===== config.mk =====
export PLATFORM = sky130hd
export DESIGN_NAME = credit_alloc
export DESIGN_NICKNAME = d
export VERILOG_FILES = /design/src/rtl/credit_pkg.sv /design/src/rtl/credit_wm_regs.sv /design/src/rtl/credit_admit.sv /design/src/rtl/credit_pool.sv /design/src/rtl/credit_alloc.sv
export SDC_FILE = /design/constraint.sdc
export NUM_CORES = 1
export LEC_CHECK = 0
export BUFFER_PORTS_ARGS = -buffer_cell sky130_fd_sc_hd__buf_4
export CAP_MARGIN = 0
export CORE_MARGIN = 2
export CORE_UTILIZATION = 30
export CTS_CLUSTER_DIAMETER = 30
export DETAILED_ROUTE_END_ITERATION = 10
export HOLD_SLACK_MARGIN = 0.03
export PLACE_DENSITY = 0.57
export SLEW_MARGIN = 10
export SYNTH_ARGS = -nofsm -noshare
export SYNTH_HDL_FRONTEND = slang
export SYNTH_SLANG_ARGS = --single-unit

===== constraint.sdc =====
create_clock -name clk -period 3.44 [get_ports clk]
set_input_delay 0.344 -clock clk [delete_from_list [all_inputs] [get_ports clk]]
set_output_delay 0.344 -clock clk [all_outputs]
set_load 0.01 [all_outputs]

===== src/rtl/credit_pkg.sv =====
package credit_pkg;

    typedef enum logic [1:0] {
        ST_FULL  = 2'd0,
        ST_PART  = 2'd1,
        ST_EMPTY = 2'd2
    } pool_st_e;

    // Responses climb one priority level, saturating at the top level.
    function automatic logic [1:0] eff_prio(input logic [1:0] prio, input logic is_resp);
        return (is_resp && prio != 2'd3) ? prio + 2'd1 : prio;
    endfunction

endpackage


===== src/rtl/credit_wm_regs.sv =====
module credit_wm_regs #(
    parameter int CW  = 4,
    parameter int WM0 = 3,
    parameter int WM1 = 2,
    parameter int WM2 = 1
) (
    input  logic                clk,
    input  logic                rst_n,
    input  logic                wm_we,
    input  logic [1:0]          wm_sel,
    input  logic [CW-1:0]       wm_data,
    output logic [3:0][CW-1:0]  wm_q
);
    localparam int NPROG = 3;

    for (genvar i = 0; i < NPROG; i++) begin : g_wm
        localparam int DEFV = (i == 0) ? WM0 : (i == 1) ? WM1 : WM2;
        logic [CW-1:0] wm_r;
        always_ff @(posedge clk) begin
            if (!rst_n)
                wm_r <= CW'(DEFV);
            else if (wm_we && wm_sel == 2'(i))
                wm_r <= wm_data;
        end
        assign wm_q[i] = wm_r;
    end

    // Top priority is fixed: it may always take the last buffer.
    assign wm_q[3] = '0;

endmodule


===== src/rtl/credit_admit.sv =====
module credit_admit
    import credit_pkg::*;
#(
    parameter int CW = 4
) (
    input  logic                req_valid,
    input  logic [1:0]          req_prio,
    input  logic                req_resp,
    input  logic [CW-1:0]       free_cnt,
    input  logic [3:0][CW-1:0]  wm_q,
    output logic                grant,
    output logic                deny
);
    logic [1:0]    level;
    logic [CW-1:0] thresh;
    logic          room;

    always_comb begin
        level  = eff_prio(req_prio, req_resp);
        thresh = wm_q[level];
        room   = free_cnt > thresh;
        grant  = req_valid && room;
        deny   = req_valid && !room;
    end

endmodule


===== src/rtl/credit_pool.sv =====
module credit_pool
    import credit_pkg::*;
#(
    parameter int POOL = 8,
    parameter int CW   = 4
) (
    input  logic          clk,
    input  logic          rst_n,
    input  logic          take,
    input  logic          rel_valid,
    output logic [CW-1:0] free_cnt,
    output logic          rel_err
);
    localparam logic [CW-1:0] FULLV = CW'(POOL);

    pool_st_e      state, nxt_state;
    logic [CW-1:0] cnt, nxt_cnt;
    logic          err_r;
    logic          inc;

    always_comb begin
        inc     = rel_valid && (state != ST_FULL);
        nxt_cnt = cnt;
        if (inc && !take)
            nxt_cnt = cnt + CW'(1);
        else if (take && !inc)
            nxt_cnt = cnt - CW'(1);
    end

    always_comb begin
        nxt_state = state;
        unique case (state)
            ST_FULL: begin                      // take-first
                if (nxt_cnt != FULLV)
                    nxt_state = (nxt_cnt == '0) ? ST_EMPTY : ST_PART;
            end
            ST_PART: begin                      // return-last / take-last
                if (nxt_cnt == FULLV)
                    nxt_state = ST_FULL;
                else if (nxt_cnt == '0)
                    nxt_state = ST_EMPTY;
            end
            ST_EMPTY: begin                     // return-first
                if (nxt_cnt != '0)
                    nxt_state = (nxt_cnt == FULLV) ? ST_FULL : ST_PART;
            end
            default: nxt_state = ST_FULL;
        endcase
    end

    always_ff @(posedge clk) begin
        if (!rst_n) begin
            state <= ST_FULL;
            cnt   <= FULLV;
            err_r <= 1'b0;
        end else begin
            state <= nxt_state;
            cnt   <= nxt_cnt;
            if (rel_valid && state == ST_FULL)
                err_r <= 1'b1;
        end
    end

    always_comb begin
        free_cnt = cnt;
        rel_err  = err_r;
    end

endmodule


===== src/rtl/credit_alloc.sv =====
module credit_alloc #(
    parameter int  POOL = 8,
    parameter int  WM0  = 3,
    parameter int  WM1  = 2,
    parameter int  WM2  = 1,
    localparam int CW   = $clog2(POOL + 1)
) (
    input  logic          clk,
    input  logic          rst_n,
    input  logic          req_valid,
    input  logic [1:0]    req_prio,
    input  logic          req_resp,
    input  logic          rel_valid,
    input  logic          wm_we,
    input  logic [1:0]    wm_sel,
    input  logic [CW-1:0] wm_data,
    output logic          grant,
    output logic          deny,
    output logic [CW-1:0] free_cnt,
    output logic          rel_err
);
    logic [3:0][CW-1:0] wm_q;

    credit_wm_regs #(.CW(CW), .WM0(WM0), .WM1(WM1), .WM2(WM2)) u_wm (
        .clk     (clk),
        .rst_n   (rst_n),
        .wm_we   (wm_we),
        .wm_sel  (wm_sel),
        .wm_data (wm_data),
        .wm_q    (wm_q)
    );

    credit_admit #(.CW(CW)) u_admit (
        .req_valid (req_valid),
        .req_prio  (req_prio),
        .req_resp  (req_resp),
        .free_cnt  (free_cnt),
        .wm_q      (wm_q),
        .grant     (grant),
        .deny      (deny)
    );

    credit_pool #(.POOL(POOL), .CW(CW)) u_pool (
        .clk       (clk),
        .rst_n     (rst_n),
        .take      (grant),
        .rel_valid (rel_valid),
        .free_cnt  (free_cnt),
        .rel_err   (rel_err)
    );

endmodule


# == Word level (Yosys, flattened, before mapping) ==
# Cells that the tools add are included.
# classes
n_addsub,3
order_cmp,2
n_eq_ne,10
n_mux,12
reduce_logical,19
# op_table
cell,count
two-way mux 2 bit,6
two-way mux 4 bit,3
logical AND 1 bit,10
binary-select mux 4 bit (select 2 bit),1
one-hot mux 2 bit (3 select lines),1
adder 4 x 1 -> 4 bit (second input constant),1
== test 2 x 1 -> 1 bit (second input constant),2
== test 2 bit (second input constant),2
== test 4 bit (second input constant),1
> comparator 4 bit,1
zero test 2 bit,2
zero test 4 bit,1
!= test 2 x 1 -> 1 bit (second input constant),2
!= test 4 bit (second input constant),1
nonzero test 4 bit,1
subtractor 4 x 1 -> 4 bit (second input constant),1
zero test 1 bit,3
less-than comparator 2 x 3 -> 1 bit (second input constant),1
!= test 3 x 1 -> 1 bit (second input constant),1
AND reduction 3 bit,1
adder 2 x 1 -> 2 bit (second input constant),1
!= test 2 bit (second input constant),1
nonzero test 2 bit,1
two-way mux 1 bit,1
# word_totals
register_bits,19
inputBits,14
out_inout_bits,7

# == Logic depth before layout (Yosys ltp) ==
# Gate-level depths: netlist of the first run.
# depth
depth_word,14
depth_mapped,13
mapped_depth_nobuf,13

# == By module ==
# Synthesis of the first run repeated with hierarchy kept, for this count alone.
# unflattened
hier_cells,169
hier_area_um2,1376.3
# by_module_without_submodules
mod,instances,cells_each,area_each_um2
credit_wm_regs,1,53,520.5
credit_pool,1,50,439.2
credit_admit,1,66,416.6

# == Worst setup path before layout of the first run ==
# No wires, ideal clock.
# synth_path
path_type,in2reg
start,input req_prio[0]
end,register u_pool.state[1]
t_arrival_ps,2798
required_time_ps,3323
slack_ps,525
stages,13
cell_sequence,ha_1 -> nand2b_1 -> xor2_1 -> mux2i_1 -> nor2_1 -> a21oi_1 -> ha_1 -> nand4_1 -> nand3_1 -> a21o_1 -> o32a_1 -> xor2_1 -> and4b_1
# synth_via
elab_chain_len,14
word_cells_on_any_way,25
classes_between,1 x add/sub; 1 x order compare; 6 x eq/ne; 9 x mux; 8 x reduce/logical
# synth_lines
item,line,text
from (decl),credit_alloc.sv:11,"input logic [1:0] req_prio,"
branches (longest 2 deep; another with adder 2 x 1 -> 2 bit),--,
two-way mux 2 bit *,credit_pkg.sv:11,return (is_resp && prio != 2'd3) ? prio + 2'd1 : prio;
binary-select mux 4 bit (select 2 bit) *,credit_admit.sv:20,thresh = wm_q[level];
two-way mux 4 bit (not written as such) *,credit_admit.sv:20,
> comparator 4 bit *,credit_admit.sv:21,room = free_cnt > thresh;
logical AND 1 bit *,credit_admit.sv:22,grant = req_valid && room;
logical AND 1 bit / zero test 1 bit (equally long branches),"credit_pool.sv:26, credit_pool.sv:24",
two-way mux 4 bit / logical AND 1 bit (equally long branches),"credit_pool.sv:26, credit_pool.sv:24",
two-way mux 4 bit *,credit_pool.sv:24,if (inc && !take)
zero test 4 bit,"credit_pool.sv:35, credit_pool.sv:40",
two-way mux 2 bit,credit_pool.sv:35,nxt_state = (nxt_cnt == '0) ? ST_EMPTY : ST_PART;
two-way mux 2 bit,credit_pool.sv:34,if (nxt_cnt != FULLV)
one-hot mux 2 bit (3 select lines),credit_pool.sv:32,unique case (state)
to (signal assigned),credit_pool.sv:57,state <= nxt_state;
to (decl),credit_pool.sv:16,"pool_st_e state, nxt_state;"
# Mark *: on every way between the ends. The select of a mux whose other input is x is not followed.
# A chain may end at the register's enable or synchronous reset.

# == Final worst setup path of the first run ==
# layout_path
start,input req_prio[0]
end,output grant
# layout_via
elab_chain_len,7
word_cells_on_any_way,8
classes_between,1 x add/sub; 1 x order compare; 1 x eq/ne; 3 x mux; 2 x reduce/logical
# layout_lines
item,line,text
branches (longest 2 deep; another with adder 2 x 1 -> 2 bit),--,
two-way mux 2 bit *,credit_pkg.sv:11,
binary-select mux 4 bit (select 2 bit) *,credit_admit.sv:20,
two-way mux 4 bit (not written as such) *,credit_admit.sv:20,
> comparator 4 bit *,credit_admit.sv:21,
logical AND 1 bit *,credit_admit.sv:22,
to (decl),credit_alloc.sv:17,"output logic grant,"
# Marked as above.

==> flow_metrics.tcl, run 1 <==
set metrics [dict create \
    cp_max_fo 5 \
    tightest_slew_ns 0.420 \
    tritoncts_clock_tree "done" \
    yosys.area_share.xor_xnor_pct 3.35 \
    wl_per_cell_um 11.1 \
    leak_uw 0.000597 \
    cp_data_arrival_time_ns 2.54 \
    report.final.slew_viol_count 0 \
    required_ns 3.10 \
    power.switching_fraction_pct 38.4 \
    fin_cells 184 \
    totalPowerFinal_uw 797 \
    cp-start-kind "primary input" \
    antenna_left 0 \
    final_common_cell "sky130_fd_sc_hd__buf_4" \
    stdcell_area_um2 1280 \
    finalWirelength_um 2050 \
    post_route_cells_drive_above_1_share_pct 23.2 \
    firstDrtPassIters 4 \
    netlist-cell-type-count 30 \
    filler_cell_count 357 \
    net_count_after_synthesis 136 \
    placement.io_buffers 20 \
    total_switching_power_uw 306 \
    clock_network_latency_to_the_later_pin_of_the_worst_skew_pair_ns 0.28 \
    clkSinkCount 19 \
    placed_cells_incl_taps 180 \
    cp_num_buf_inv 3 \
    compound_gate_portion_of_the_synthesized_area_pct 13.5 \
    detail_route.iter0.violations 31 \
    drv.max_cap_violation_count 0 \
    rr_worst_depth 10 \
    grt_pass1_wl_um 3600 \
    p_clk_share_pct 13.7 \
    coreArea_um2 3340 \
    place_hpwl_um 1680 \
    r2r-end "u_pool.state[1]" \
    cts_hold_buffers 0 \
    run_status "finished, final reports clean" \
    post_synthesis_mux_area_share_pct 17.5 \
    finalCoreUtilization_pct 38.3 \
    grt_antenna_before_repair 0 \
    setup_viol 0 \
    grt.total_usage_pct 11.1 \
    synth.cell_area_um2 1040 \
    crit_end "grant" \
    start_util_pct 31.3 \
    slew_margin_rel_pct 71.9 \
    io_pins 21 \
    drt_drc_violations_left 0 \
    diodes 0 \
    setup.worst_path.class "primary input to output port" \
    timing.critical_path.cells "buf_4 -> ha_1 -> nand2b_1 -> xor2_1 -> buf_4 -> mux2i_1 -> nor2_1 -> a21oi_1 -> ha_1 -> nor2b_2 -> o211ai_2 -> nand2_1 -> and3_1 -> buf_4" \
    ys_seq_elements 19 \
    layout_worst_path_cycle_share_pct 83.7 \
    combinational_family_with_the_most_area_after_synthesis "simple AND/OR/NAND/NOR gates" \
    cp_slowest_cell "sky130_fd_sc_hd__ha_1" \
    synth_top_area_cell "sky130_fd_sc_hd__dfxtp_1" \
    timing.critical_path.to_type "output port" \
    layout.cells.most_common_list "sky130_fd_sc_hd__buf_4 (21), sky130_fd_sc_hd__dfxtp_1 (19), sky130_fd_sc_hd__mux2i_1 (16)" \
    netlist.area_leader.share_pct 36.4 \
    overflow 0 \
    synth.yosys.warnings 0 \
    internal_power_uw 491 \
    crit_path_largest_cell_delay_ns 0.26 \
    root_buffer "sky130_fd_sc_hd__clkbuf_4" \
    nets 160 \
    synth-seq-area-share_pct 36.4 \
    cts_post_setup_buffers_inserted 0 \
    cts_buffer_count 3 \
    postSynth.asyncResetShare_pct 0 \
    gp_routability_congestion 0.867 \
    die_width_um 63.0 \
    reg_to_reg_setup_timing_slack_ns 1.19 \
    ys.flop_type "sky130_fd_sc_hd__dfxtp_1" \
    startpoint "req_prio[0]" \
    setup-tns-final_ns 0 \
    synth.avg_cell_area_um2 9.08 \
    h_tree_levels 1 \
    irDropWorstVdd_uv 163 \
    setup_repair_after_global_routing_missed_its_margin "no" \
    most_prevalent_standard_cell_on_the_critical_path "sky130_fd_sc_hd__buf_4" \
    crit_family "simple AND/OR/NAND/NOR gates" \
    post_cts_resized 0 \
    synth_enable_flop_cells 0 \
    min-delay-path-class "primary input to flip-flop" \
    timing.final.crit_period_ns 2.88 \
    sequential_power_share_pct 37.9 \
    grt_pass1_vias 847 \
    fp-row-count 21 \
    syn2layout_area_growth_pct 22.4 \
    yosys-top-cells-area "sky130_fd_sc_hd__dfxtp_1 (36%), sky130_fd_sc_hd__mux2i_1 (15%), sky130_fd_sc_hd__ha_1 (8.4%)" \
    clk_pin_slew_worst_paths_ns 0.10 \
    dpl_cell_area_um2 1250 \
    post_synth_inst_count 115 \
    post_drt_via_cell_ratio 4.64 \
    via_count 853 \
    die_area_um2 3970 \
    power_frac_comb_pct 48.5 \
    critical_path_depth_in_cells 14 \
    synth_simple_gate_area_share_pct 18.7 \
    rr_startpoint "u_wm.g_wm[1].wm_r[3]" \
    die_y_um 63.0 \
    timing.clock.skew_ns 0.00376 \
    finalHoldViolCount 0 \
    post_synth_fa_ha_maj_area_fraction_pct 8.38 \
    fmaxAchievable_mhz 347 \
    grt_max_degree 12 \
    pd_cells_nw_per_um2 623 \
    cts_max_path_buffers 2 \
]
-- logic make-up after synthesis --
kind of cell / after synthesis
multiplexers: 18
AO/OA/AOI/OAI: 21
buffers and inverters: 6
adder cells (fa/ha/maj): 7
AND/OR/NAND/NOR: 40
XOR/XNOR: 4
flip-flops: 19
-- registers in the layout (all words and copies together) (netlist names) --
name / count
u_wm.g_wm.wm_r: 12
u_pool.free_cnt: 4
u_pool.state: 2
u_pool.rel_err: 1
-- cell usage after synthesis, types with 2 or more instances --
cell type                   n
sky130_fd_sc_hd__dfxtp_1   19
sky130_fd_sc_hd__mux2i_1   16
sky130_fd_sc_hd__nor2_1    15
sky130_fd_sc_hd__nand2_1   12
sky130_fd_sc_hd__a21oi_1   11
sky130_fd_sc_hd__ha_1       7
sky130_fd_sc_hd__inv_1      3
sky130_fd_sc_hd__xor2_1     3
sky130_fd_sc_hd__a21o_1     2
sky130_fd_sc_hd__and3_1     2
sky130_fd_sc_hd__clkbuf_1   2
sky130_fd_sc_hd__mux2_2     2
sky130_fd_sc_hd__nand3_1    2
sky130_fd_sc_hd__nand3b_1   2
sky130_fd_sc_hd__nand4_1    2
-- how the worst min path moves through the flow --
stage	start	end	slack [ns]	cells past startpoint
after floorplan	u_wm.g_wm[0].wm_r[0]	u_wm.g_wm[0].wm_r[0]	0.44	2
after global placement	u_pool.rel_err	u_pool.rel_err	0.45	2
after detailed placement	u_wm.g_wm[0].wm_r[1]	u_wm.g_wm[0].wm_r[1]	0.46	2
after CTS	wm_data[0]	u_wm.g_wm[2].wm_r[0]	0.28	3
after global routing	rst_n	u_wm.g_wm[1].wm_r[1]	0.27	2
final	wm_data[0]	u_wm.g_wm[2].wm_r[0]	0.29	3
-- layout make-up --
class                      instances  area (µm²)  share of cell area (%)
clock buffer                       4        26.3                    2.05
inverter                           4        15.0                    1.17
multi-input combinational         90         642                    50.2
sequential                        19         380                    29.7
tap                               46        57.6                    4.50
timing repair buffer              21         158                    12.3
-- worst register-to-register path: stages, from the launching register on --
cell	delay, ns
sky130_fd_sc_hd__dfxtp_1	0.33
sky130_fd_sc_hd__mux2i_1	0.13
sky130_fd_sc_hd__nor2_1	0.05
sky130_fd_sc_hd__a21oi_1	0.12
sky130_fd_sc_hd__ha_1	0.29
sky130_fd_sc_hd__nand4_1	0.19
sky130_fd_sc_hd__nand3_1	0.10
sky130_fd_sc_hd__a21o_1	0.21
sky130_fd_sc_hd__o32a_1	0.35
sky130_fd_sc_hd__xor2_1	0.19
sky130_fd_sc_hd__and4b_1	0.23
-- per-stage QoR --
stage	hold slack (ns)	setup slack, ns
2_1_floorplan	0.441	0.525
3_3_place_gp	0.453	0.374
3_5_place_dp	0.461	0.318
4_1_cts	0.276	0.532
5_1_grt	0.274	0.317
6_report	0.290	0.560
-- routing by layer --
layer  up-vias  global-route usage, %  share of wire (%)  routed length [µm]
li1        457                      -                  -                   -
met1       380                   13.7                 47                 964
met2        16                   19.3                 49                1000
met3         0                   1.26                3.9                  80
met4         0                   5.00                  0                   0
met5         -                      0                  0                   0
-- power groups by stage --
stage	sequential (µW)	combinational (µW)	clock (µW)
5_1_grt	307	438	125
6_report	302	386	109
2_1_floorplan	310	263	0
3_3_place_gp	306	379	0
4_1_cts	303	390	115
3_5_place_dp	307	388	0
Power figures use the tool's default switching activity.
==> run 2: changes to the inputs <==
--- a/config.mk
+++ b/config.mk
@@ -5,6 +5,7 @@
 export SDC_FILE = /design/constraint.sdc
 export NUM_CORES = 1
 export LEC_CHECK = 0
+export ABC_AREA = 1
 export BUFFER_PORTS_ARGS = -buffer_cell sky130_fd_sc_hd__buf_4
 export CAP_MARGIN = 0
 export CORE_MARGIN = 2
@@ -12,7 +13,7 @@
 export CTS_CLUSTER_DIAMETER = 30
 export DETAILED_ROUTE_END_ITERATION = 10
 export HOLD_SLACK_MARGIN = 0.03
-export PLACE_DENSITY = 0.57
+export PLACE_DENSITY = 0.56
 export SLEW_MARGIN = 10
 export SYNTH_ARGS = -nofsm -noshare
 export SYNTH_HDL_FRONTEND = slang
==> constraint.sdc (replaced) <==
create_clock -name clk -period 2.95 [get_ports clk]
set_input_delay 0.295 -clock clk [delete_from_list [all_inputs] [get_ports clk]]
set_output_delay 0.295 -clock clk [all_outputs]
set_load 0.01 [all_outputs]
==> run 2 against run 1 <==
Effect of this change: clock skew hardly changed; critical path depth stayed put; critical path type unchanged; total power is 37% higher; flip-flop and latch count stayed put; synthesized cell count is 43% higher; largest power group unchanged; final cell count is 28% higher; area after synthesis is 8.6% higher; sequential power is 20% higher; sequential share of layout area is 2.3 points lower.
==> flow_metrics.tcl, run 2 <==
set metrics [dict create \
    run_status "finished, final reports clean" \
    synth-seq-area-share_pct 33.5 \
    io_pins 21 \
    layout.cells.most_common_list "sky130_fd_sc_hd__nand2_1 (26), sky130_fd_sc_hd__inv_1 (25), sky130_fd_sc_hd__buf_4 (20)" \
    coreArea_um2 3660 \
    synth_enable_flop_cells 0 \
    syn2layout_area_growth_pct 22.3 \
    cts_hold_buffers 0 \
    cp_data_arrival_time_ns 2.32 \
    die_width_um 65.5 \
    placement.io_buffers 20 \
    setup_viol 0 \
    diodes 0 \
    flip_flop_and_latch_area_um2 380 \
    netlist-cell-type-count 25 \
    irDropWorstVdd_uv 254 \
    synth.cell_area_um2 1130 \
    yosys.area_share.xor_xnor_pct 1.54 \
    antenna_left 0 \
    place_hpwl_um 1860 \
    layout_worst_path_cycle_share_pct 88.8 \
    pd_cells_nw_per_um2 784 \
    tightest_slew_ns 0.505 \
    fmaxAchievable_mhz 382 \
    multiInputGateArea_um2 638 \
    postSynth.asyncResetShare_pct 0 \
    synth.avg_cell_area_um2 6.88 \
    slew_margin_rel_pct 66.1 \
    detail_route.iter0.violations 39 \
    clock_network_latency_to_the_later_pin_of_the_worst_skew_pair_ns 0.25 \
    fin_cells 236 \
    root_buffer "sky130_fd_sc_hd__clkbuf_8" \
    grt_pass1_wl_um 4180 \
    timing.final.crit_period_ns 2.62 \
    cp-start-kind "primary input" \
    drv.max_cap_violation_count 0 \
    cts_buffer_count 3 \
    stdcell_area_um2 1390 \
    finalWirelength_um 2310 \
    synthTopCellsByCount "sky130_fd_sc_hd__nand2_1 (26), sky130_fd_sc_hd__inv_1 (25), sky130_fd_sc_hd__dfxtp_1 (19), sky130_fd_sc_hd__nor2_1 (15), sky130_fd_sc_hd__nand3_1 (14)" \
    required_ns 2.65 \
    synth_top_area_cell "sky130_fd_sc_hd__dfxtp_1" \
    h_tree_levels 1 \
    setup.worst_path.class "primary input to output port" \
    report.final.slew_viol_count 0 \
    totalPowerFinal_uw 1090 \
    netlist.area_leader.share_pct 33.5 \
    yosys-top-cells-area "sky130_fd_sc_hd__dfxtp_1 (34%), sky130_fd_sc_hd__nand2_1 (8.6%), sky130_fd_sc_hd__inv_1 (8.3%)" \
    fp-row-count 22 \
    die_y_um 65.5 \
    placed_cells_incl_taps 232 \
    wl_per_cell_um 9.78 \
    timing.critical_path.to_type "output port" \
    gp_routability_congestion 0.844 \
    setup-tns-final_ns 0 \
    synth_simple_gate_area_share_pct 33.0 \
    grt_antenna_before_repair 0 \
    cp_max_fo 8 \
    tritoncts_clock_tree "done" \
    grt_max_degree 15 \
    top_register "u_wm.g_wm.wm_r" \
    clk_pin_slew_worst_paths_ns 0.07 \
    leak_uw 0.000681 \
    post_synth_inst_count 165 \
    start_util_pct 31.0 \
    combinational_family_with_the_most_area_after_synthesis "simple AND/OR/NAND/NOR gates" \
    post-synth-top-count-cell "sky130_fd_sc_hd__nand2_1" \
    cts_post_setup_buffers_inserted 0 \
    ys_seq_elements 19 \
    post_synth_fa_ha_maj_area_fraction_pct 7.72 \
    via_count 1010 \
    drt_drc_violations_left 0 \
    ys.flop_type "sky130_fd_sc_hd__dfxtp_1" \
    grt.total_usage_pct 12.5 \
    post_route_cells_drive_above_1_share_pct 23.4 \
    die_area_um2 4290 \
    setup_repair_after_global_routing_missed_its_margin "no" \
    dpl_cell_area_um2 1340 \
    reg_to_reg_setup_timing_slack_ns 1.01 \
    finalHoldViolCount 0 \
    net_count_after_synthesis 186 \
    compound_gate_portion_of_the_synthesized_area_pct 14.0 \
    timing.clock.skew_ns 0.00327 \
    filler_cell_count 388 \
    nets 210 \
    post_drt_via_cell_ratio 4.28 \
    min-delay-path-class "primary input to flip-flop" \
    overflow 0 \
    largest_register_ffs 12 \
    post_cts_resized 0 \
    hold_slack_ns 0.274 \
    synth.yosys.warnings 0 \
    grt_pass1_vias 1002 \
    cts_max_path_buffers 2 \
    firstDrtPassIters 4 \
    final_common_cell "sky130_fd_sc_hd__nand2_1" \
    post_synthesis_mux_area_share_pct 0 \
    clkSinkCount 19 \
]
run 2: cells by family (layout without fill, tap and decap cells):
kind of cell | after synthesis | in the layout
and+or+nand+nor | 76 | 76
DFF | 19 | 19
xor gates and xnor gates | 2 | 2
buffers and inverters | 31 | 54
AOI/OAI and AO/OA | 30 | 30
adders and majority gates | 7 | 7
run 2: through the flow:
stage                     util (%)  setup slack (ns)
after CTS                     37.9             0.328
after floorplan                  -             0.613
after detailed placement      36.6             0.250
final                         37.9             0.330
after global placement        36.6             0.294
after global routing          37.9             0.117
run 2: routing by layer:
layer / global-route usage [%] / vias to the layer above / wire length [µm]
met5: 0 / - / 0
met2: 20.3 / 14 / 1010
met4: 6.51 / 0 / 34
met1: 16.2 / 415 / 1210
li1: - / 579 / -
met3: 1.54 / 2 / 48
run 2: worst paths after layout:
kind | end | depth (start not counted) | start
worst min register to register | u_wm.g_wm[2].wm_r[3] | 2 | u_wm.g_wm[2].wm_r[3]
worst max register to register | u_pool.state[1] | 13 | u_wm.g_wm[0].wm_r[3]
worst max-delay path | grant | 14 | req_prio[0]
worst min-delay path | u_wm.g_wm[0].wm_r[0] | 3 | wm_data[0]
run 2: final cells by class:
type,count,area share [%]
Clock inverter,1,0.361
Multi-Input combinational cell,115,46.0
Tap cell,48,4.33
Timing Repair Buffer,20,10.8
Sequential cell,19,27.4
Clock buffer,3,2.98
Inverter,30,8.12
run 2: worst max-delay path, stage by stage:
cell	delay, ns
sky130_fd_sc_hd__buf_4	0.12
sky130_fd_sc_hd__ha_1	0.18
sky130_fd_sc_hd__nor2_1	0.17
sky130_fd_sc_hd__inv_1	0.09
sky130_fd_sc_hd__o21ai_2	0.25
sky130_fd_sc_hd__o21ai_0	0.12
sky130_fd_sc_hd__a21oi_1	0.13
sky130_fd_sc_hd__a31oi_1	0.06
sky130_fd_sc_hd__ha_1	0.31
sky130_fd_sc_hd__a21oi_1	0.22
sky130_fd_sc_hd__nand2_2	0.12
sky130_fd_sc_hd__nand3_4	0.10
sky130_fd_sc_hd__inv_2	0.05
sky130_fd_sc_hd__buf_4	0.13
run 2: where the power goes:
group	switching [µW]	total, µW	internal, µW
sequential	56.4	361	304
combinational	320	549	229
clock	85.3	179	93.8
